## config.mk

```make
export PLATFORM = sky130hd
export DESIGN_NAME = cq_completion
export DESIGN_NICKNAME = d
export VERILOG_FILES = /design/src/rtl/cq_pkg.sv /design/src/rtl/cq_datapath.sv /design/src/rtl/cq_control.sv /design/src/rtl/cq_completion.sv
export SDC_FILE = /design/constraint.sdc
export NUM_CORES = 1
export LEC_CHECK = 0
export BUFFER_PORTS_ARGS = -buffer_cell sky130_fd_sc_hd__buf_2
export CORE_ASPECT_RATIO = 2
export CORE_MARGIN = 8
export CORE_UTILIZATION = 50
export DETAILED_ROUTE_END_ITERATION = 12
export PLACE_DENSITY = 0.76
export RECOVER_POWER = 25
export SYNTH_ARGS = -nofsm -noshare
export SYNTH_HDL_FRONTEND = slang
export SYNTH_SLANG_ARGS = --single-unit
```

## constraint.sdc

```tcl
create_clock -name clk -period 8 [get_ports clk]
set_clock_uncertainty 0.2 [all_clocks]
set_input_delay 0.8 -clock clk [delete_from_list [all_inputs] [get_ports clk]]
set_output_delay 0.8 -clock clk [all_outputs]
set_load 0.005 [all_outputs]
```

## src/rtl/cq_pkg.sv

```systemverilog
package cq_pkg;
  typedef struct packed {
    logic alloc;
    logic retire;
    logic except;
    logic take;
  } cqStrobe_t;

  typedef struct packed {
    logic headValid;
    logic headDone;
    logic headExc;
    logic headStore;
    logic empty;
    logic full;
    logic sbFull;
  } cqStatus_t;
endpackage

```

## src/rtl/cq_datapath.sv

```systemverilog
module cq_datapath
  import cq_pkg::*;
#(
  parameter int DEPTH = 5,
  parameter int TAG_W = 8,
  localparam int IDX_W = $clog2(DEPTH),
  localparam int CNT_W = $clog2(DEPTH + 1)
) (
  input  logic             clk,
  input  logic             rstN,
  input  cqStrobe_t        strb,
  input  logic             dispStore,
  input  logic             finValid,
  input  logic [IDX_W-1:0] finSlot,
  input  logic             finExc,
  input  logic             storeGrant,
  output cqStatus_t        status,
  output logic [IDX_W-1:0] tailIdx,
  output logic [TAG_W-1:0] nextTag,
  output logic [TAG_W-1:0] headTag,
  output logic [TAG_W-1:0] resumeTag,
  output logic             sbFull,
  output logic [TAG_W-1:0] sbTag
);
  localparam logic [IDX_W-1:0] LAST = IDX_W'(DEPTH - 1);

  logic [DEPTH-1:0] validQ, doneQ, excQ, storeQ;
  logic [TAG_W-1:0] tagQ [DEPTH];
  logic [IDX_W-1:0] headPtr, tailPtr;
  logic [CNT_W-1:0] countQ;
  logic [TAG_W-1:0] nextTagQ;
  logic             flush;

  function automatic logic [IDX_W-1:0] ptrInc(input logic [IDX_W-1:0] p);
    return (p == LAST) ? '0 : p + 1'b1;
  endfunction

  assign flush     = strb.except | strb.take;
  assign headTag   = tagQ[headPtr];
  assign resumeTag = status.empty ? nextTagQ : headTag;
  assign nextTag   = nextTagQ;
  assign tailIdx   = tailPtr;

  always_comb begin
    status.headValid = validQ[headPtr];
    status.headDone  = doneQ[headPtr];
    status.headExc   = excQ[headPtr];
    status.headStore = storeQ[headPtr];
    status.empty     = (countQ == '0);
    status.full      = (countQ == CNT_W'(DEPTH));
    status.sbFull    = sbFull;
  end

  always_ff @(posedge clk) begin
    if (!rstN) begin
      validQ <= '0;
      doneQ  <= '0;
      excQ   <= '0;
      storeQ <= '0;
      for (int i = 0; i < DEPTH; i++) tagQ[i] <= '0;
    end else if (flush) begin
      validQ <= '0;
    end else begin
      for (int i = 0; i < DEPTH; i++) begin
        if (strb.retire && headPtr == IDX_W'(i)) validQ[i] <= 1'b0;
        if (finValid && finSlot == IDX_W'(i) && validQ[i]) begin
          doneQ[i] <= 1'b1;
          excQ[i]  <= finExc;
        end
        if (strb.alloc && tailPtr == IDX_W'(i)) begin
          validQ[i] <= 1'b1;
          doneQ[i]  <= 1'b0;
          excQ[i]   <= 1'b0;
          storeQ[i] <= dispStore;
          tagQ[i]   <= nextTagQ;
        end
      end
    end
  end

  always_ff @(posedge clk) begin
    if (!rstN) begin
      headPtr  <= '0;
      tailPtr  <= '0;
      countQ   <= '0;
      nextTagQ <= '0;
    end else if (flush) begin
      headPtr  <= '0;
      tailPtr  <= '0;
      countQ   <= '0;
      nextTagQ <= resumeTag;
    end else begin
      if (strb.retire) headPtr <= ptrInc(headPtr);
      if (strb.alloc) begin
        tailPtr  <= ptrInc(tailPtr);
        nextTagQ <= nextTagQ + 1'b1;
      end
      countQ <= countQ + CNT_W'(strb.alloc) - CNT_W'(strb.retire);
    end
  end

  always_ff @(posedge clk) begin
    if (!rstN) begin
      sbFull <= 1'b0;
      sbTag  <= '0;
    end else if (strb.retire && status.headStore) begin
      sbFull <= 1'b1;
      sbTag  <= headTag;
    end else if (storeGrant) begin
      sbFull <= 1'b0;
    end
  end

  // Independent tracker of the tag expected at the next retirement.
  logic [TAG_W-1:0] expTagQ;
  always_ff @(posedge clk) begin
    if (!rstN) expTagQ <= '0;
    else if (flush) expTagQ <= resumeTag;
    else if (strb.retire) expTagQ <= expTagQ + 1'b1;
  end

  p_order_r1: assert property (@(posedge clk) disable iff (!rstN)
    strb.retire |-> (headTag == expTagQ));
  p_alloc_free_r2: assert property (@(posedge clk) disable iff (!rstN)
    strb.alloc |-> (countQ < CNT_W'(DEPTH)));
  p_no_overflow_r2: assert property (@(posedge clk) disable iff (!rstN)
    countQ <= CNT_W'(DEPTH));
  p_store_stall_r3: assert property (@(posedge clk) disable iff (!rstN)
    (strb.retire && status.headStore && sbFull) |-> storeGrant);
endmodule

```

## src/rtl/cq_control.sv

```systemverilog
module cq_control
  import cq_pkg::*;
(
  input  logic      clk,
  input  logic      rstN,
  input  cqStatus_t status,
  input  logic      dispValid,
  input  logic      intPending,
  input  logic      intEnable,
  input  logic      storeGrant,
  output logic      dispReady,
  output cqStrobe_t strb
);
  logic intReq, oneRetired, allow, headReady, storeOk;

  assign intReq    = intPending & intEnable;
  assign allow     = ~intReq | ~oneRetired;
  assign headReady = allow & status.headValid & status.headDone;
  assign storeOk   = ~status.headStore | ~status.sbFull | storeGrant;

  always_comb begin
    strb.except = headReady & status.headExc;
    strb.retire = headReady & ~status.headExc & storeOk;
    strb.take   = intReq & (~status.sbFull | storeGrant) &
                  (status.empty | oneRetired);
    dispReady   = ~status.full & ~strb.take & ~strb.except;
    strb.alloc  = dispValid & dispReady;
  end

  always_ff @(posedge clk) begin
    if (!rstN) oneRetired <= 1'b0;
    else if (strb.take || !intReq) oneRetired <= 1'b0;
    else if (strb.retire || strb.except) oneRetired <= 1'b1;
  end

  p_take_enable_r7: assert property (@(posedge clk) disable iff (!rstN)
    strb.take |-> (intEnable && intPending));
endmodule

```

## src/rtl/cq_completion.sv

```systemverilog
module cq_completion
  import cq_pkg::*;
#(
  parameter int DEPTH = 5,
  parameter int TAG_W = 8,
  localparam int IDX_W = $clog2(DEPTH)
) (
  input  logic             clk,
  input  logic             rstN,
  input  logic             dispValid,
  input  logic             dispStore,
  output logic             dispReady,
  output logic [IDX_W-1:0] dispSlot,
  output logic [TAG_W-1:0] dispTag,
  input  logic             finValid,
  input  logic [IDX_W-1:0] finSlot,
  input  logic             finExc,
  input  logic             intPending,
  input  logic             intEnable,
  input  logic             storeGrant,
  output logic             retireValid,
  output logic [TAG_W-1:0] retireTag,
  output logic             excTake,
  output logic             takeInt,
  output logic [TAG_W-1:0] resumeTag,
  output logic             storeReq,
  output logic [TAG_W-1:0] storeTag
);
  cqStrobe_t strb;
  cqStatus_t status;

  cq_control uCtrl (
    .clk(clk), .rstN(rstN), .status(status), .dispValid(dispValid),
    .intPending(intPending), .intEnable(intEnable), .storeGrant(storeGrant),
    .dispReady(dispReady), .strb(strb)
  );

  cq_datapath #(.DEPTH(DEPTH), .TAG_W(TAG_W)) uData (
    .clk(clk), .rstN(rstN), .strb(strb), .dispStore(dispStore),
    .finValid(finValid), .finSlot(finSlot), .finExc(finExc),
    .storeGrant(storeGrant), .status(status), .tailIdx(dispSlot),
    .nextTag(dispTag), .headTag(retireTag), .resumeTag(resumeTag),
    .sbFull(storeReq), .sbTag(storeTag)
  );

  assign retireValid = strb.retire;
  assign excTake     = strb.except;
  assign takeInt     = strb.take;

  p_single_head_r4: assert property (@(posedge clk) disable iff (!rstN)
    (intPending && intEnable && $past(intPending && intEnable) &&
     $past(retireValid || excTake)) |-> !(retireValid || excTake));
  p_flush_r5: assert property (@(posedge clk) disable iff (!rstN)
    (takeInt || excTake) |=> !(retireValid || excTake));
  p_take_drained_r6: assert property (@(posedge clk) disable iff (!rstN)
    takeInt |-> (!storeReq || storeGrant));
endmodule

```

==> flow_summary.html, run 1 <==
<table>
<tr><th>Metric</th><th>Value</th></tr>
<tr><th colspan="2">Synthesis</th></tr>
<tr><td>Mean Syn Cell Area</td><td>10.7 µm²</td></tr>
<tr><td>Number of flops mapped to enable cells by yosys</td><td>40</td></tr>
<tr><td>Dominant cells by area after synthesis</td><td>sky130_fd_sc_hd__edfxtp_1, sky130_fd_sc_hd__dfxtp_1, sky130_fd_sc_hd__nor2_1, sky130_fd_sc_hd__mux4_2, sky130_fd_sc_hd__ha_1</td></tr>
<tr><td>Syn Nets</td><td>414</td></tr>
<tr><td>Leading post-synthesis cells by instance count</td><td>sky130_fd_sc_hd__nor2_1, sky130_fd_sc_hd__dfxtp_1, sky130_fd_sc_hd__edfxtp_1</td></tr>
<tr><td>Summed instance area of the synthesized netlist</td><td>4160 µm²</td></tr>
<tr><td>Area fraction of the dominant cell type after synthesis</td><td>0.289</td></tr>
<tr><td>Yosys warning count</td><td>0</td></tr>
<tr><td>Number of flip-flops and latches in the synthesized netlist</td><td>90</td></tr>
<tr><td>Post-synthesis cell type count</td><td>55</td></tr>
<tr><td>Post-synthesis async set-or-reset flop share</td><td>0</td></tr>
<tr><td>Leading cell type by number of instances after synthesis</td><td>sky130_fd_sc_hd__nor2_1</td></tr>
<tr><td>Syn Inst Count</td><td>388</td></tr>
<tr><td>Most used flip-flop cell after synthesis</td><td>sky130_fd_sc_hd__dfxtp_1</td></tr>
<tr><td>Share of synthesized area occupied by flip-flops and latches</td><td>0.530</td></tr>
<tr><td>Yosys top cell by area</td><td>sky130_fd_sc_hd__edfxtp_1</td></tr>
<tr><th colspan="2">Setup path</th></tr>
<tr><td>Total buffers and inverters traversed by the critical path</td><td>1</td></tr>
<tr><td>Class of the most critical setup path</td><td>reg2reg</td></tr>
<tr><td>Critical-path top delay cell</td><td>sky130_fd_sc_hd__nor3_1</td></tr>
<tr><td>Critical Path Sink Type</td><td>flop</td></tr>
<tr><td>Depth of the most critical reg-to-reg path</td><td>10</td></tr>
<tr><td>Cells along the critical path</td><td>nor3_1, o2111ai_1, inv_1, nor2_1, a21boi_0, ha_1, fa_1, xnor2_1, xnor2_1, nor2_1</td></tr>
<tr><td>Critical path fanouts, max</td><td>10</td></tr>
<tr><td>Required time of the critical path</td><td>8010 ps</td></tr>
<tr><td>Startpoint kind of the worst setup timing path</td><td>flop</td></tr>
<tr><td>Arrival time of the worst setup path</td><td>4040 ps</td></tr>
<tr><td>Cell count along the critical path</td><td>10</td></tr>
<tr><td>Slowest cell delay on critical path</td><td>970 ps</td></tr>
<tr><td>Top Family by Delay on Critical Path</td><td>simple AND/OR/NAND/NOR gates</td></tr>
<tr><th colspan="2">Clocking</th></tr>
<tr><td>CTS tree</td><td>done</td></tr>
<tr><td>Count of cells resized by post-cts repair</td><td>0</td></tr>
<tr><td>TritonCTS Buffers</td><td>9</td></tr>
<tr><td>Clock insertion delay at the later pin of the skew report</td><td>330 ps</td></tr>
<tr><td>H-tree Lvls</td><td>3</td></tr>
<tr><td>Clock Tree Root</td><td>sky130_fd_sc_hd__clkbuf_16</td></tr>
<tr><td>Buffer levels on the longest clock path</td><td>2</td></tr>
<tr><td>Hold Buf Count CTS</td><td>0</td></tr>
<tr><td>Number of buffers added for setup after CTS</td><td>0</td></tr>
<tr><td>Clock input transition at the sequential cells of the worst setup and hold paths</td><td>60 ps</td></tr>
<tr><td>Count of clock tree sinks</td><td>90</td></tr>
<tr><th colspan="2">Global routing</th></tr>
<tr><td>Most used routing layer in global routing</td><td>met2</td></tr>
<tr><td>GRT met2 Usage</td><td>0.352</td></tr>
<tr><td>Grt met3 use</td><td>0.0384</td></tr>
<tr><td>Pin count of the biggest net entering global routing</td><td>28</td></tr>
<tr><td>Met1 routing resource usage after global routing</td><td>0.179</td></tr>
<tr><td>Total Routing Usage GR</td><td>0.191</td></tr>
<tr><td>Initial antenna violation count</td><td>0</td></tr>
<tr><td>Number of global-route vias before repair</td><td>3,196</td></tr>
<tr><td>First-pass GRT wire length</td><td>16.9 mm</td></tr>
<tr><td>Overflow left after global routing</td><td>0</td></tr>
<tr><th colspan="2">Floorplanning</th></tr>
<tr><td>Starting utilization of the core area</td><td>0.509</td></tr>
<tr><td>Die Y-Extent</td><td>145 µm</td></tr>
<tr><td>Die X</td><td>80.5 µm</td></tr>
<tr><td>Standard-cell rows</td><td>47</td></tr>
<tr><td>I/O pin count</td><td>52</td></tr>
<tr><td>Area of the core region</td><td>8170 µm²</td></tr>
<tr><td>Die Footprint</td><td>11,700 µm²</td></tr>
<tr><th colspan="2">Pwr</th></tr>
<tr><td>Fraction of power spent switching nets</td><td>0.261</td></tr>
<tr><td>Leak</td><td>1.85 nW</td></tr>
<tr><td>Internal power contribution</td><td>809 µW</td></tr>
<tr><td>Worst IR Drop VDD</td><td>0.000105 V</td></tr>
<tr><td>Net load switching power</td><td>286 µW</td></tr>
<tr><td>Register share of total power</td><td>0.483</td></tr>
<tr><td>Power density cells</td><td>232 nW/µm²</td></tr>
<tr><td>Relative contribution of the clock network to total power</td><td>0.370</td></tr>
<tr><td>Portion of total power attributed to combinational logic</td><td>0.146</td></tr>
<tr><th colspan="2">Place</th></tr>
<tr><td>Detailed-placement wirelength estimate</td><td>8.16 mm</td></tr>
<tr><td>Number of I/O port buffers</td><td>51</td></tr>
<tr><td>GPL Wtd Cong</td><td>0.884</td></tr>
<tr><th colspan="2">STA</th></tr>
<tr><td>Final critical-path share of the clock period</td><td>0.503</td></tr>
<tr><td>Number of setup violations in the final report</td><td>0</td></tr>
<tr><td>Worst-Margin Slew</td><td>1230 ps</td></tr>
<tr><td>Final hold violation count</td><td>0</td></tr>
<tr><td>Max-slew violation count</td><td>0</td></tr>
<tr><td>Relative slew slack</td><td>0.181</td></tr>
<tr><td>Post-Route Setup TNS</td><td>0 ps</td></tr>
<tr><td>Final worst path period need</td><td>4030 ps</td></tr>
<tr><td>Setup repair after global routing missed its margin</td><td>no</td></tr>
<tr><td>Maximum operating frequency</td><td>0.248 GHz</td></tr>
<tr><th colspan="2">Route</th></tr>
<tr><td>Residual DRC</td><td>0</td></tr>
<tr><td>Antenna-violating nets left</td><td>0</td></tr>
<tr><td>Number of detailed-route iterations in the first pass</td><td>4</td></tr>
<tr><td>Wirelength per Cell</td><td>20.3 µm</td></tr>
<tr><td>Via count</td><td>3,192</td></tr>
<tr><td>Total length of routed wires</td><td>10.9 mm</td></tr>
<tr><td>DRT iter0 DRCs</td><td>184</td></tr>
<tr><td>Vias per std cell</td><td>5.93</td></tr>
<tr><th colspan="2">Cells and area</th></tr>
<tr><td>Layout filler cell count</td><td>697</td></tr>
<tr><td>Count of inserted antenna diode cells</td><td>0</td></tr>
<tr><td>Proportion of layout cells with a drive suffix above 1</td><td>0.166</td></tr>
<tr><td>Final core area utilization</td><td>0.578</td></tr>
<tr><td>Number of nets in the layout</td><td>461</td></tr>
<tr><td>Post-synthesis to final-layout area growth</td><td>13.6%</td></tr>
<tr><th colspan="2">Hold path</th></tr>
<tr><td>Hold Path Stages</td><td>2</td></tr>
<tr><td>Class of the worst hold path</td><td>reg2reg</td></tr>
<tr><th colspan="2">Run</th></tr>
<tr><td>Reported max-cap violation count</td><td>0</td></tr>
<tr><th colspan="2">Status</th></tr>
<tr><td>Outcome</td><td>complete, no violations</td></tr>
</table>
-- path summary, 6_finish.rpt --
check / from / slack, ps / to
setup / recovery: uData.countQ[1] / 3970 / uData.countQ[2]
hold / removal: uData.sbTag[3] / 250 / uData.sbTag[3]
hold reg to reg: uData.sbTag[3] / 250 / uData.sbTag[3]
setup reg to reg: uData.countQ[1] / 3970 / uData.countQ[2]
-- flip-flops by register name (all words and copies together), names as in the netlist, named ones only --
register and count:
uData.validQ 5, uCtrl.oneRetired 1, uData.tagQ 40, uData.nextTag 8
uData.sbTag 8, uData.doneQ 5, uData.headPtr 3, uData.storeQ 5
uData.excQ 5, uData.countQ 3, uData.tailIdx 3, uData.sbFull 1
-- stage by stage --
stage / hold slack, ps / instances / cell area [µm²] / power (mW) / setup WS (ps)
global route: 274 / 538 / 4720 / 1.14 / 3750
floorplan: 234 / 388 / 4160 / 0.631 / 4760
detailed placement: 244 / 522 / 4470 / 0.703 / 4530
finish: 253 / 538 / 4720 / 1.09 / 3970
CTS: 256 / 538 / 4770 / 1.11 / 4490
global placement: 243 / 522 / 4470 / 0.699 / 4630
-- placed cells by master, fill, tap and decap left out, types with 10 or more instances in the layout --
master and n:
sky130_fd_sc_hd__dfxtp_1 50, sky130_fd_sc_hd__a211oi_1 12, sky130_fd_sc_hd__ha_1 13, sky130_fd_sc_hd__a21oi_1 17, sky130_fd_sc_hd__clkbuf_1 18, sky130_fd_sc_hd__and2_1 10
sky130_fd_sc_hd__mux2i_1 14, sky130_fd_sc_hd__nand2_1 31, sky130_fd_sc_hd__nand3_1 15, sky130_fd_sc_hd__buf_2 36, sky130_fd_sc_hd__clkbuf_16 10, sky130_fd_sc_hd__nor2_1 57
sky130_fd_sc_hd__inv_1 19, sky130_fd_sc_hd__edfxtp_1 40
-- power groups by stage --
| stage | sequential [mW] | combinational, mW | clock (mW) |
|---|---|---|---|
| 2_1_floorplan | 0.532 | 0.0988 | 0 |
| 3_3_place_gp | 0.537 | 0.162 | 0 |
| 3_5_place_dp | 0.539 | 0.164 | 0 |
| 4_1_cts | 0.529 | 0.164 | 0.412 |
| 5_1_grt | 0.532 | 0.177 | 0.428 |
| 6_report | 0.529 | 0.160 | 0.405 |
-- per-layer routing --
metal / wire length (µm) / up-vias
met3: 585 / 39
met2: 6070 / 108
met1: 3670 / 1545
met4: 577 / 0
met5: 0 / -
li1: - / 1500
-- cells by family (layout without fill, tap and decap cells) --
kind of cell,Yosys count,in the layout,synth area share
flops,90,90,0.530
xor+xnor,9,9,0.0190
buf+inv,37,89,0.0367
mux,31,31,0.102
simple gates,145,145,0.166
compound gates,62,62,0.102
fa+ha+maj,14,14,0.0439
-- layout make-up --
cell class,instances,area (µm²),area share
sequential,90,2200,0.466
multi-input combinational,261,1780,0.377
clock buffer,13,272,0.0575
timing repair buffer,53,248,0.0525
tap,98,123,0.0260
inverter,20,75.1,0.0159
clock inverter,3,22.5,0.00477
-- worst reg2reg max path, stage by stage (launching register included) --
cell and delay (ps):
sky130_fd_sc_hd__dfxtp_1 350, sky130_fd_sc_hd__nor3_1 970, sky130_fd_sc_hd__o2111ai_1 490, sky130_fd_sc_hd__inv_1 290, sky130_fd_sc_hd__nor2_1 80, sky130_fd_sc_hd__a21boi_0 310, sky130_fd_sc_hd__ha_1 410, sky130_fd_sc_hd__fa_1 420
sky130_fd_sc_hd__xnor2_1 200, sky130_fd_sc_hd__xnor2_1 140, sky130_fd_sc_hd__nor2_1 50
Power figures use the tool's default switching activity.
==> run 2, diff against run 1 <==
==> constraint.sdc (replaced) <==
create_clock -name clk -period 3.95 [get_ports clk]
set_clock_uncertainty 0.2 [all_clocks]
set_input_delay 0.395 -clock clk [delete_from_list [all_inputs] [get_ports clk]]
set_output_delay 0.395 -clock clk [all_outputs]
set_load 0.005 [all_outputs]
==> run 2 against run 1 <==
Via count about the same. Clock power up 110%. Cell area up 0.45%. Flip-flop and latch count unchanged. Register-to-register slack worse by 3500 ps. Total power up 110%. Largest power group unchanged. Worst hold slack worse by 140 ps. Core utilization up 0.26 points. Sequential share of layout area down 0.21 points. Maximum frequency up 17%. Largest cell class unchanged. Die area unchanged. Global-route usage about the same.
==> flow_summary.html, run 2 (synthesized netlist as in run 1, its figures left out) <==
<table>
<tr><th>Metric</th><th>Value</th></tr>
<tr><th colspan="2">Status</th></tr>
<tr><td>Outcome</td><td>complete, no violations (unchanged)</td></tr>
<tr><th colspan="2">STA</th></tr>
<tr><td>Worst-Margin Slew</td><td>754 ps (was 1230 ps)</td></tr>
<tr><td>Relative slew slack</td><td>0.497 (was 0.181)</td></tr>
<tr><td>Number of setup violations in the final report</td><td>0 (unchanged)</td></tr>
<tr><td>Final worst path period need</td><td>3440 ps (was 4030 ps)</td></tr>
<tr><td>Max-slew violation count</td><td>0 (unchanged)</td></tr>
<tr><td>Final hold violation count</td><td>0 (unchanged)</td></tr>
<tr><td>Post-Route Setup TNS</td><td>0 ps (unchanged)</td></tr>
<tr><td>Maximum operating frequency</td><td>0.291 GHz (was 0.248 GHz)</td></tr>
<tr><td>Final critical-path share of the clock period</td><td>0.870 (was 0.503)</td></tr>
<tr><td>WHS</td><td>116 ps (was 253 ps)</td></tr>
<tr><td>Setup repair after global routing missed its margin</td><td>no (unchanged)</td></tr>
<tr><th colspan="2">Setup path</th></tr>
<tr><td>Cells along the critical path</td><td>mux2i_1, o32ai_1, a31o_2, or4_4, inv_1, ha_1, inv_1, ha_1, fa_1, xnor2_1, xnor2_1, nor2_1 (was nor3_1, o2111ai_1, inv_1, nor2_1, a21boi_0, ha_1, fa_1, xnor2_1, xnor2_1, nor2_1)</td></tr>
<tr><td>Class of the most critical setup path</td><td>reg2reg (unchanged)</td></tr>
<tr><td>Critical-path top delay cell</td><td>sky130_fd_sc_hd__dfxtp_1 (was sky130_fd_sc_hd__nor3_1)</td></tr>
<tr><td>Critical path fanouts, max</td><td>15 (was 10)</td></tr>
<tr><td>Arrival time of the worst setup path</td><td>3450 ps (was 4040 ps)</td></tr>
<tr><td>Total buffers and inverters traversed by the critical path</td><td>2 (was 1)</td></tr>
<tr><td>Critical Path Sink Type</td><td>flop (unchanged)</td></tr>
<tr><td>Slowest cell delay on critical path</td><td>630 ps (was 970 ps)</td></tr>
<tr><td>Top Family by Delay on Critical Path</td><td>adder cells (was simple AND/OR/NAND/NOR gates)</td></tr>
<tr><td>Startpoint kind of the worst setup timing path</td><td>flop (unchanged)</td></tr>
<tr><td>Required time of the critical path</td><td>3960 ps (was 8010 ps)</td></tr>
<tr><th colspan="2">Floorplanning</th></tr>
<tr><td>Die X</td><td>80.5 µm (unchanged)</td></tr>
<tr><td>Area of the core region</td><td>8170 µm² (unchanged)</td></tr>
<tr><td>Starting utilization of the core area</td><td>0.509 (unchanged)</td></tr>
<tr><td>Die Footprint</td><td>11,700 µm² (unchanged)</td></tr>
<tr><td>Die Y-Extent</td><td>145 µm (unchanged)</td></tr>
<tr><td>Standard-cell rows</td><td>47 (unchanged)</td></tr>
<tr><td>I/O pin count</td><td>52 (unchanged)</td></tr>
<tr><th colspan="2">Cells and area</th></tr>
<tr><td>Count of inserted antenna diode cells</td><td>0 (unchanged)</td></tr>
<tr><td>Number of nets in the layout</td><td>463 (was 461)</td></tr>
<tr><td>Highest-count cells in the layout ignoring fill and taps</td><td>sky130_fd_sc_hd__nor2_1, sky130_fd_sc_hd__dfxtp_1, sky130_fd_sc_hd__edfxtp_1, sky130_fd_sc_hd__buf_2, sky130_fd_sc_hd__nand2_1 (unchanged)</td></tr>
<tr><td>Proportion of layout cells with a drive suffix above 1</td><td>0.172 (was 0.166)</td></tr>
<tr><td>Register name with the most flops</td><td>uData.tagQ (unchanged)</td></tr>
<tr><td>Flip-flop count of the largest register after layout</td><td>40 (unchanged)</td></tr>
<tr><td>Post-synthesis to final-layout area growth</td><td>14.1% (was 13.6%)</td></tr>
<tr><td>Most common cell after layout, fill and taps aside</td><td>sky130_fd_sc_hd__nor2_1 (unchanged)</td></tr>
<tr><th colspan="2">Hold path</th></tr>
<tr><td>Class of the worst hold path</td><td>in2reg (was reg2reg)</td></tr>
<tr><th colspan="2">Route</th></tr>
<tr><td>Antenna-violating nets left</td><td>0 (unchanged)</td></tr>
<tr><td>DRT iter0 DRCs</td><td>277 (was 184)</td></tr>
<tr><td>Number of detailed-route iterations in the first pass</td><td>4 (unchanged)</td></tr>
<tr><td>Vias per std cell</td><td>5.91 (was 5.93)</td></tr>
<tr><td>Wirelength per Cell</td><td>20.2 µm (was 20.3 µm)</td></tr>
<tr><td>Residual DRC</td><td>0 (unchanged)</td></tr>
<tr><td>Total length of routed wires</td><td>10.9 mm (about the same)</td></tr>
<tr><td>Via count</td><td>3,189 (was 3,192)</td></tr>
<tr><th colspan="2">Clocking</th></tr>
<tr><td>TritonCTS Buffers</td><td>9 (unchanged)</td></tr>
<tr><td>Buffer levels on the longest clock path</td><td>2 (unchanged)</td></tr>
<tr><td>Hold Buf Count CTS</td><td>0 (unchanged)</td></tr>
<tr><td>Clock Tree Root</td><td>sky130_fd_sc_hd__clkbuf_16 (unchanged)</td></tr>
<tr><td>Count of clock tree sinks</td><td>90 (unchanged)</td></tr>
<tr><td>Clock insertion delay at the later pin of the skew report</td><td>340 ps (was 330 ps)</td></tr>
<tr><td>H-tree Lvls</td><td>3 (unchanged)</td></tr>
<tr><td>Number of buffers added for setup after CTS</td><td>0 (unchanged)</td></tr>
<tr><td>Clock input transition at the sequential cells of the worst setup and hold paths</td><td>60 ps (about the same)</td></tr>
<tr><td>CTS tree</td><td>done (unchanged)</td></tr>
<tr><td>Count of cells resized by post-cts repair</td><td>0 (unchanged)</td></tr>
<tr><th colspan="2">Global routing</th></tr>
<tr><td>Pin count of the biggest net entering global routing</td><td>25 (was 28)</td></tr>
<tr><td>Initial antenna violation count</td><td>0 (unchanged)</td></tr>
<tr><td>First-pass GRT wire length</td><td>16.9 mm (about the same)</td></tr>
<tr><td>Total Routing Usage GR</td><td>0.192 (was 0.191)</td></tr>
<tr><td>Overflow left after global routing</td><td>0 (unchanged)</td></tr>
<tr><td>Number of global-route vias before repair</td><td>3,146 (was 3,196)</td></tr>
<tr><th colspan="2">Place</th></tr>
<tr><td>Number of I/O port buffers</td><td>51 (unchanged)</td></tr>
<tr><td>Detailed-placement wirelength estimate</td><td>8.19 mm (was 8.16 mm)</td></tr>
<tr><td>GPL Wtd Cong</td><td>0.873 (was 0.884)</td></tr>
<tr><th colspan="2">Pwr</th></tr>
<tr><td>Worst IR Drop VDD</td><td>0.000231 V (was 0.000105 V)</td></tr>
<tr><td>Leak</td><td>1.85 nW (about the same)</td></tr>
<tr><td>Power density cells</td><td>474 nW/µm² (was 232 nW/µm²)</td></tr>
<tr><th colspan="2">Run</th></tr>
<tr><td>Reported max-cap violation count</td><td>0 (unchanged)</td></tr>
</table>
==> run 2: cell types whose count changed in the layout (fill, tap and decap cells not counted), sizes merged <==
cell	delta
inv	+1
clkbuf	-3
buf	+2
bufinv	+1
clkinv	-1
clkinvlp	+2
==> run 2: power breakdown <==
| group | switching [mW] | internal, mW | total [mW] |
|---|---|---|---|
| sequential | 0.0444 | 1.03 | 1.07 |
| combinational | 0.200 | 0.131 | 0.331 |
| clock | 0.353 | 0.491 | 0.845 |
| total | 0.598 | 1.65 | 2.25 |
==> run 2: path summary, 6_finish.rpt <==
check | cells past startpoint | slack [ps] | to | from
worst max-delay path | 12 | 510 | uData.countQ[2] | uData.headPtr[0]
worst min-delay path | 3 | 120 | uData.storeQ[0] | dispStore
worst max register to register | 12 | 510 | uData.countQ[2] | uData.headPtr[0]
worst min register to register | 2 | 260 | uData.sbTag[2] | uData.sbTag[2]
==> run 2: cell type report <==
cell class / count / area, µm²
inverter: 20 / 75.1
clock inverter: 6 / 66.3
tap: 98 / 123
clock buffer: 10 / 229
timing repair buffer: 55 / 260
sequential: 90 / 2200
fill: 701 / 3430
multi-input combinational: 261 / 1790
==> run 2: worst register-to-register path: stages, from the launching register on <==
cell and delay [ps]:
sky130_fd_sc_hd__dfxtp_1 630, sky130_fd_sc_hd__mux2i_1 240, sky130_fd_sc_hd__o32ai_1 120, sky130_fd_sc_hd__a31o_2 280, sky130_fd_sc_hd__or4_4 590, sky130_fd_sc_hd__inv_1 110, sky130_fd_sc_hd__ha_1 130, sky130_fd_sc_hd__inv_1 40
sky130_fd_sc_hd__ha_1 190, sky130_fd_sc_hd__fa_1 410, sky130_fd_sc_hd__xnor2_1 200, sky130_fd_sc_hd__xnor2_1 140, sky130_fd_sc_hd__nor2_1 50
==> run 2: through the flow <==
step	cell area [µm²]	setup WS [ps]	power [mW]	util	instances
global placement	4490	593	1.42	0.549	524
global route	4740	310	2.33	0.580	540
CTS	4780	494	2.27	0.585	540
finish	4740	513	2.25	0.580	540
floorplan	4160	808	1.28	-	388
detailed placement	4490	504	1.43	0.549	524
==> run 2: per-layer routing <==
metal | vias up | track usage | routed length, µm
met1 | 1551 | 0.181 | 3600
met3 | 35 | 0.0390 | 524
li1 | 1496 | - | -
met4 | 0 | 0.122 | 663
met2 | 107 | 0.350 | 6100
met5 | - | 0 | 0
==> run 3, diff against run 2 <==
==> constraint.sdc (replaced) <==
create_clock -name clk -period 3.95 [get_ports clk]
set_clock_uncertainty 0.2 [all_clocks]
set_input_delay 0.1975 -clock clk [delete_from_list [all_inputs] [get_ports clk]]
set_output_delay 0.1975 -clock clk [all_outputs]
set_load 0.005 [all_outputs]
==> run 3 against run 2 <==
Sequential share of layout area shrank 0.54 points. Die area is the same. Sequential power is essentially flat. Non-clock buffer count grew 5. Wire length grew 1.9%. Core utilization grew 0.69 points. Critical path depth is the same. Setup slack lost 96 ps. Final cell count grew 0.93%. Maximum frequency shrank 2.7%. Total power grew 0.42%.
==> flow_summary.html, run 3 (synthesized netlist as in run 1, its figures left out) <==
<table>
<tr><th>Metric</th><th>Value</th></tr>
<tr><th colspan="2">Hold path</th></tr>
<tr><td>Startpoint of the tightest hold check path</td><td>finSlot[0] (was dispStore)</td></tr>
<tr><td>Class of the worst hold path</td><td>in2reg (unchanged)</td></tr>
<tr><th colspan="2">Pwr</th></tr>
<tr><td>Net load switching power</td><td>596 µW (was 598 µW)</td></tr>
<tr><td>Worst IR Drop VDD</td><td>0.000239 V (was 0.000231 V)</td></tr>
<tr><td>Portion of total power attributed to combinational logic</td><td>0.147 (about the same)</td></tr>
<tr><td>Internal power contribution</td><td>1.66 mW (was 1.65 mW)</td></tr>
<tr><td>Register share of total power</td><td>0.476 (was 0.477)</td></tr>
<tr><td>Relative contribution of the clock network to total power</td><td>0.377 (was 0.376)</td></tr>
<tr><td>Fraction of power spent switching nets</td><td>0.264 (was 0.266)</td></tr>
<tr><td>Power density cells</td><td>471 nW/µm² (was 474 nW/µm²)</td></tr>
<tr><td>Leak</td><td>1.89 nW (was 1.85 nW)</td></tr>
<tr><th colspan="2">STA</th></tr>
<tr><td>Final worst path period need</td><td>3530 ps (was 3440 ps)</td></tr>
<tr><td>Post-Route Setup TNS</td><td>0 ps (unchanged)</td></tr>
<tr><td>Final critical-path share of the clock period</td><td>0.895 (was 0.870)</td></tr>
<tr><td>Maximum operating frequency</td><td>0.283 GHz (was 0.291 GHz)</td></tr>
<tr><td>Number of setup violations in the final report</td><td>0 (unchanged)</td></tr>
<tr><td>Relative slew slack</td><td>0.528 (was 0.497)</td></tr>
<tr><td>Final hold violation count</td><td>0 (unchanged)</td></tr>
<tr><td>Max-slew violation count</td><td>0 (unchanged)</td></tr>
<tr><td>Worst-Margin Slew</td><td>707 ps (was 754 ps)</td></tr>
<tr><td>Setup repair after global routing missed its margin</td><td>no (unchanged)</td></tr>
<tr><th colspan="2">Setup path</th></tr>
<tr><td>Arrival time of the worst setup path</td><td>3550 ps (was 3450 ps)</td></tr>
<tr><td>Depth of the most critical reg-to-reg path</td><td>12 (unchanged)</td></tr>
<tr><td>Slowest cell delay on critical path</td><td>660 ps (was 630 ps)</td></tr>
<tr><td>RR Startpoint</td><td>uData.headPtr[0] (unchanged)</td></tr>
<tr><td>Reg-to-reg critical path endpoint</td><td>uData.countQ[2] (unchanged)</td></tr>
<tr><td>Top Family by Delay on Critical Path</td><td>adder cells (unchanged)</td></tr>
<tr><td>Critical path fanouts, max</td><td>15 (unchanged)</td></tr>
<tr><td>Critical path endpoint</td><td>uData.countQ[2] (unchanged)</td></tr>
<tr><td>Worst setup path start</td><td>uData.headPtr[0] (unchanged)</td></tr>
<tr><td>Total buffers and inverters traversed by the critical path</td><td>2 (unchanged)</td></tr>
<tr><td>Startpoint kind of the worst setup timing path</td><td>flop (unchanged)</td></tr>
<tr><td>Required time of the critical path</td><td>3970 ps (was 3960 ps)</td></tr>
<tr><td>Critical Path Sink Type</td><td>flop (unchanged)</td></tr>
<tr><td>Cells along the critical path</td><td>mux2i_1, o32ai_1, a31o_2, or4_4, inv_1, ha_1, inv_1, ha_1, fa_1, xnor2_1, xnor2_1, nor2_1 (unchanged)</td></tr>
<tr><td>Register-to-register setup slack</td><td>420 ps (was 510 ps)</td></tr>
<tr><td>Class of the most critical setup path</td><td>reg2reg (unchanged)</td></tr>
<tr><td>Critical-path top delay cell</td><td>sky130_fd_sc_hd__dfxtp_1 (unchanged)</td></tr>
<tr><td>Cell count along the critical path</td><td>12 (unchanged)</td></tr>
<tr><th colspan="2">Clocking</th></tr>
<tr><td>Clock insertion delay at the later pin of the skew report</td><td>350 ps (was 340 ps)</td></tr>
<tr><td>TritonCTS Buffers</td><td>9 (unchanged)</td></tr>
<tr><td>Count of clock tree sinks</td><td>90 (unchanged)</td></tr>
<tr><td>Number of buffers added for setup after CTS</td><td>0 (unchanged)</td></tr>
<tr><td>H-tree Lvls</td><td>3 (unchanged)</td></tr>
<tr><td>Buffer levels on the longest clock path</td><td>2 (unchanged)</td></tr>
<tr><td>Clock Tree Root</td><td>sky130_fd_sc_hd__clkbuf_16 (unchanged)</td></tr>
<tr><td>Clock input transition at the sequential cells of the worst setup and hold paths</td><td>60 ps (about the same)</td></tr>
<tr><td>CTS tree</td><td>done (unchanged)</td></tr>
<tr><th colspan="2">Floorplanning</th></tr>
<tr><td>Standard-cell rows</td><td>47 (unchanged)</td></tr>
<tr><td>Starting utilization of the core area</td><td>0.509 (unchanged)</td></tr>
<tr><td>Die X</td><td>80.5 µm (unchanged)</td></tr>
<tr><td>I/O pin count</td><td>52 (unchanged)</td></tr>
<tr><td>Die Footprint</td><td>11,700 µm² (unchanged)</td></tr>
<tr><td>Area of the core region</td><td>8170 µm² (unchanged)</td></tr>
<tr><td>Die Y-Extent</td><td>145 µm (unchanged)</td></tr>
<tr><th colspan="2">Global routing</th></tr>
<tr><td>Initial antenna violation count</td><td>0 (unchanged)</td></tr>
<tr><td>First-pass GRT wire length</td><td>17.3 mm (was 16.9 mm)</td></tr>
<tr><td>Total Routing Usage GR</td><td>0.198 (was 0.192)</td></tr>
<tr><td>Number of global-route vias before repair</td><td>3,296 (was 3,146)</td></tr>
<tr><td>Pin count of the biggest net entering global routing</td><td>28 (was 25)</td></tr>
<tr><td>Overflow left after global routing</td><td>0 (unchanged)</td></tr>
<tr><th colspan="2">Run</th></tr>
<tr><td>Reported max-cap violation count</td><td>0 (unchanged)</td></tr>
<tr><th colspan="2">Cells and area</th></tr>
<tr><td>Count of inserted antenna diode cells</td><td>0 (unchanged)</td></tr>
<tr><td>Most common cell after layout, fill and taps aside</td><td>sky130_fd_sc_hd__nor2_1 (unchanged)</td></tr>
<tr><td>Number of nets in the layout</td><td>468 (was 463)</td></tr>
<tr><td>Register name with the most flops</td><td>uData.tagQ (unchanged)</td></tr>
<tr><td>Area of all placed cells without fillers</td><td>4800 µm² (was 4740 µm²)</td></tr>
<tr><td>Post-synthesis to final-layout area growth</td><td>15.4% (was 14.1%)</td></tr>
<tr><td>Highest-count cells in the layout ignoring fill and taps</td><td>sky130_fd_sc_hd__nor2_1, sky130_fd_sc_hd__dfxtp_1, sky130_fd_sc_hd__edfxtp_1, sky130_fd_sc_hd__buf_2, sky130_fd_sc_hd__nand2_1 (unchanged)</td></tr>
<tr><td>Proportion of layout cells with a drive suffix above 1</td><td>0.159 (was 0.172)</td></tr>
<tr><td>Flip-flop count of the largest register after layout</td><td>40 (unchanged)</td></tr>
<tr><th colspan="2">Place</th></tr>
<tr><td>GPL Wtd Cong</td><td>0.830 (was 0.873)</td></tr>
<tr><td>Cell area after placement</td><td>4500 µm² (was 4490 µm²)</td></tr>
<tr><td>Number of I/O port buffers</td><td>51 (unchanged)</td></tr>
<tr><td>Detailed-placement wirelength estimate</td><td>8.31 mm (was 8.19 mm)</td></tr>
<tr><th colspan="2">Route</th></tr>
<tr><td>Number of detailed-route iterations in the first pass</td><td>5 (was 4)</td></tr>
<tr><td>Antenna-violating nets left</td><td>0 (unchanged)</td></tr>
<tr><td>Via count</td><td>3,185 (was 3,189)</td></tr>
<tr><td>Residual DRC</td><td>0 (unchanged)</td></tr>
<tr><td>DRT iter0 DRCs</td><td>285 (was 277)</td></tr>
<tr><td>Wirelength per Cell</td><td>20.3 µm (was 20.2 µm)</td></tr>
<tr><td>Vias per std cell</td><td>5.84 (was 5.91)</td></tr>
<tr><td>Total length of routed wires</td><td>11.1 mm (was 10.9 mm)</td></tr>
<tr><th colspan="2">Status</th></tr>
<tr><td>Outcome</td><td>complete, no violations (unchanged)</td></tr>
</table>
[run 3: final cells by class]
cell class              count  area (µm²)
inverters                  20        75.1
fillers                   693        3370
flip-flops and latches     90        2200
clock inverters             3        21.3
clock buffers              13         283
repair buffers             60         312
well taps                  98         123
multi-input cells         261        1780
[run 3: worst min-delay path: cells and delay by family]
| kind | cells | cell delay [ps] |
|---|---|---|
| AOI/OAI and AO/OA | 1 | 60 |
| buffers and inverters | 1 | 120 |
| and+or+nand+nor | 2 | 160 |
[run 3: how the worst min path moves through the flow]
stage          slack (ps)          endpoint  cells past startpoint
2_1_floorplan         130  uCtrl.oneRetired                      2
3_3_place_gp          240    uData.sbTag[4]                      2
3_5_place_dp          250    uData.sbTag[2]                      2
4_1_cts                30     uData.excQ[2]                      4
5_1_grt                60     uData.excQ[2]                      4
6_report               50     uData.excQ[2]                      4
[run 3: layer usage]
metal	part of all wire	global-route usage	vias to the layer above
li1	-	-	1498
met1	0.34	0.189	1524
met2	0.55	0.347	120
met3	0.050	0.0489	43
met4	0.066	0.143	0
met5	0	0	-
[run 3: timing repair]
item | in CTS | in global routing
hold buffers | 4 | 0
setup endpoints to repair | 0 | 0
endpoints found under the hold margin | 6 | 0
gates resized for setup | 0 | 0
[run 3: power by group through the flow]
stage          combinational (mW)  sequential [mW]  clock, mW
3_3_place_gp                0.335             1.09          0
6_report                    0.332             1.08      0.851
5_1_grt                     0.367             1.08      0.898
3_5_place_dp                0.339             1.09          0
2_1_floorplan               0.200             1.08          0
4_1_cts                     0.344             1.07      0.863
[run 3: stage by stage]
stage / utilization / hold slack [ps] / setup slack [ps] / total power, mW / cells
2_1_floorplan: - / 128 / 808 / 1.28 / 388
3_3_place_gp: 0.550 / 239 / 539 / 1.42 / 525
3_5_place_dp: 0.550 / 246 / 411 / 1.43 / 525
4_1_cts: 0.592 / 29.4 / 391 / 2.28 / 545
5_1_grt: 0.587 / 60.9 / 273 / 2.35 / 545
6_report: 0.587 / 50.8 / 416 / 2.26 / 545
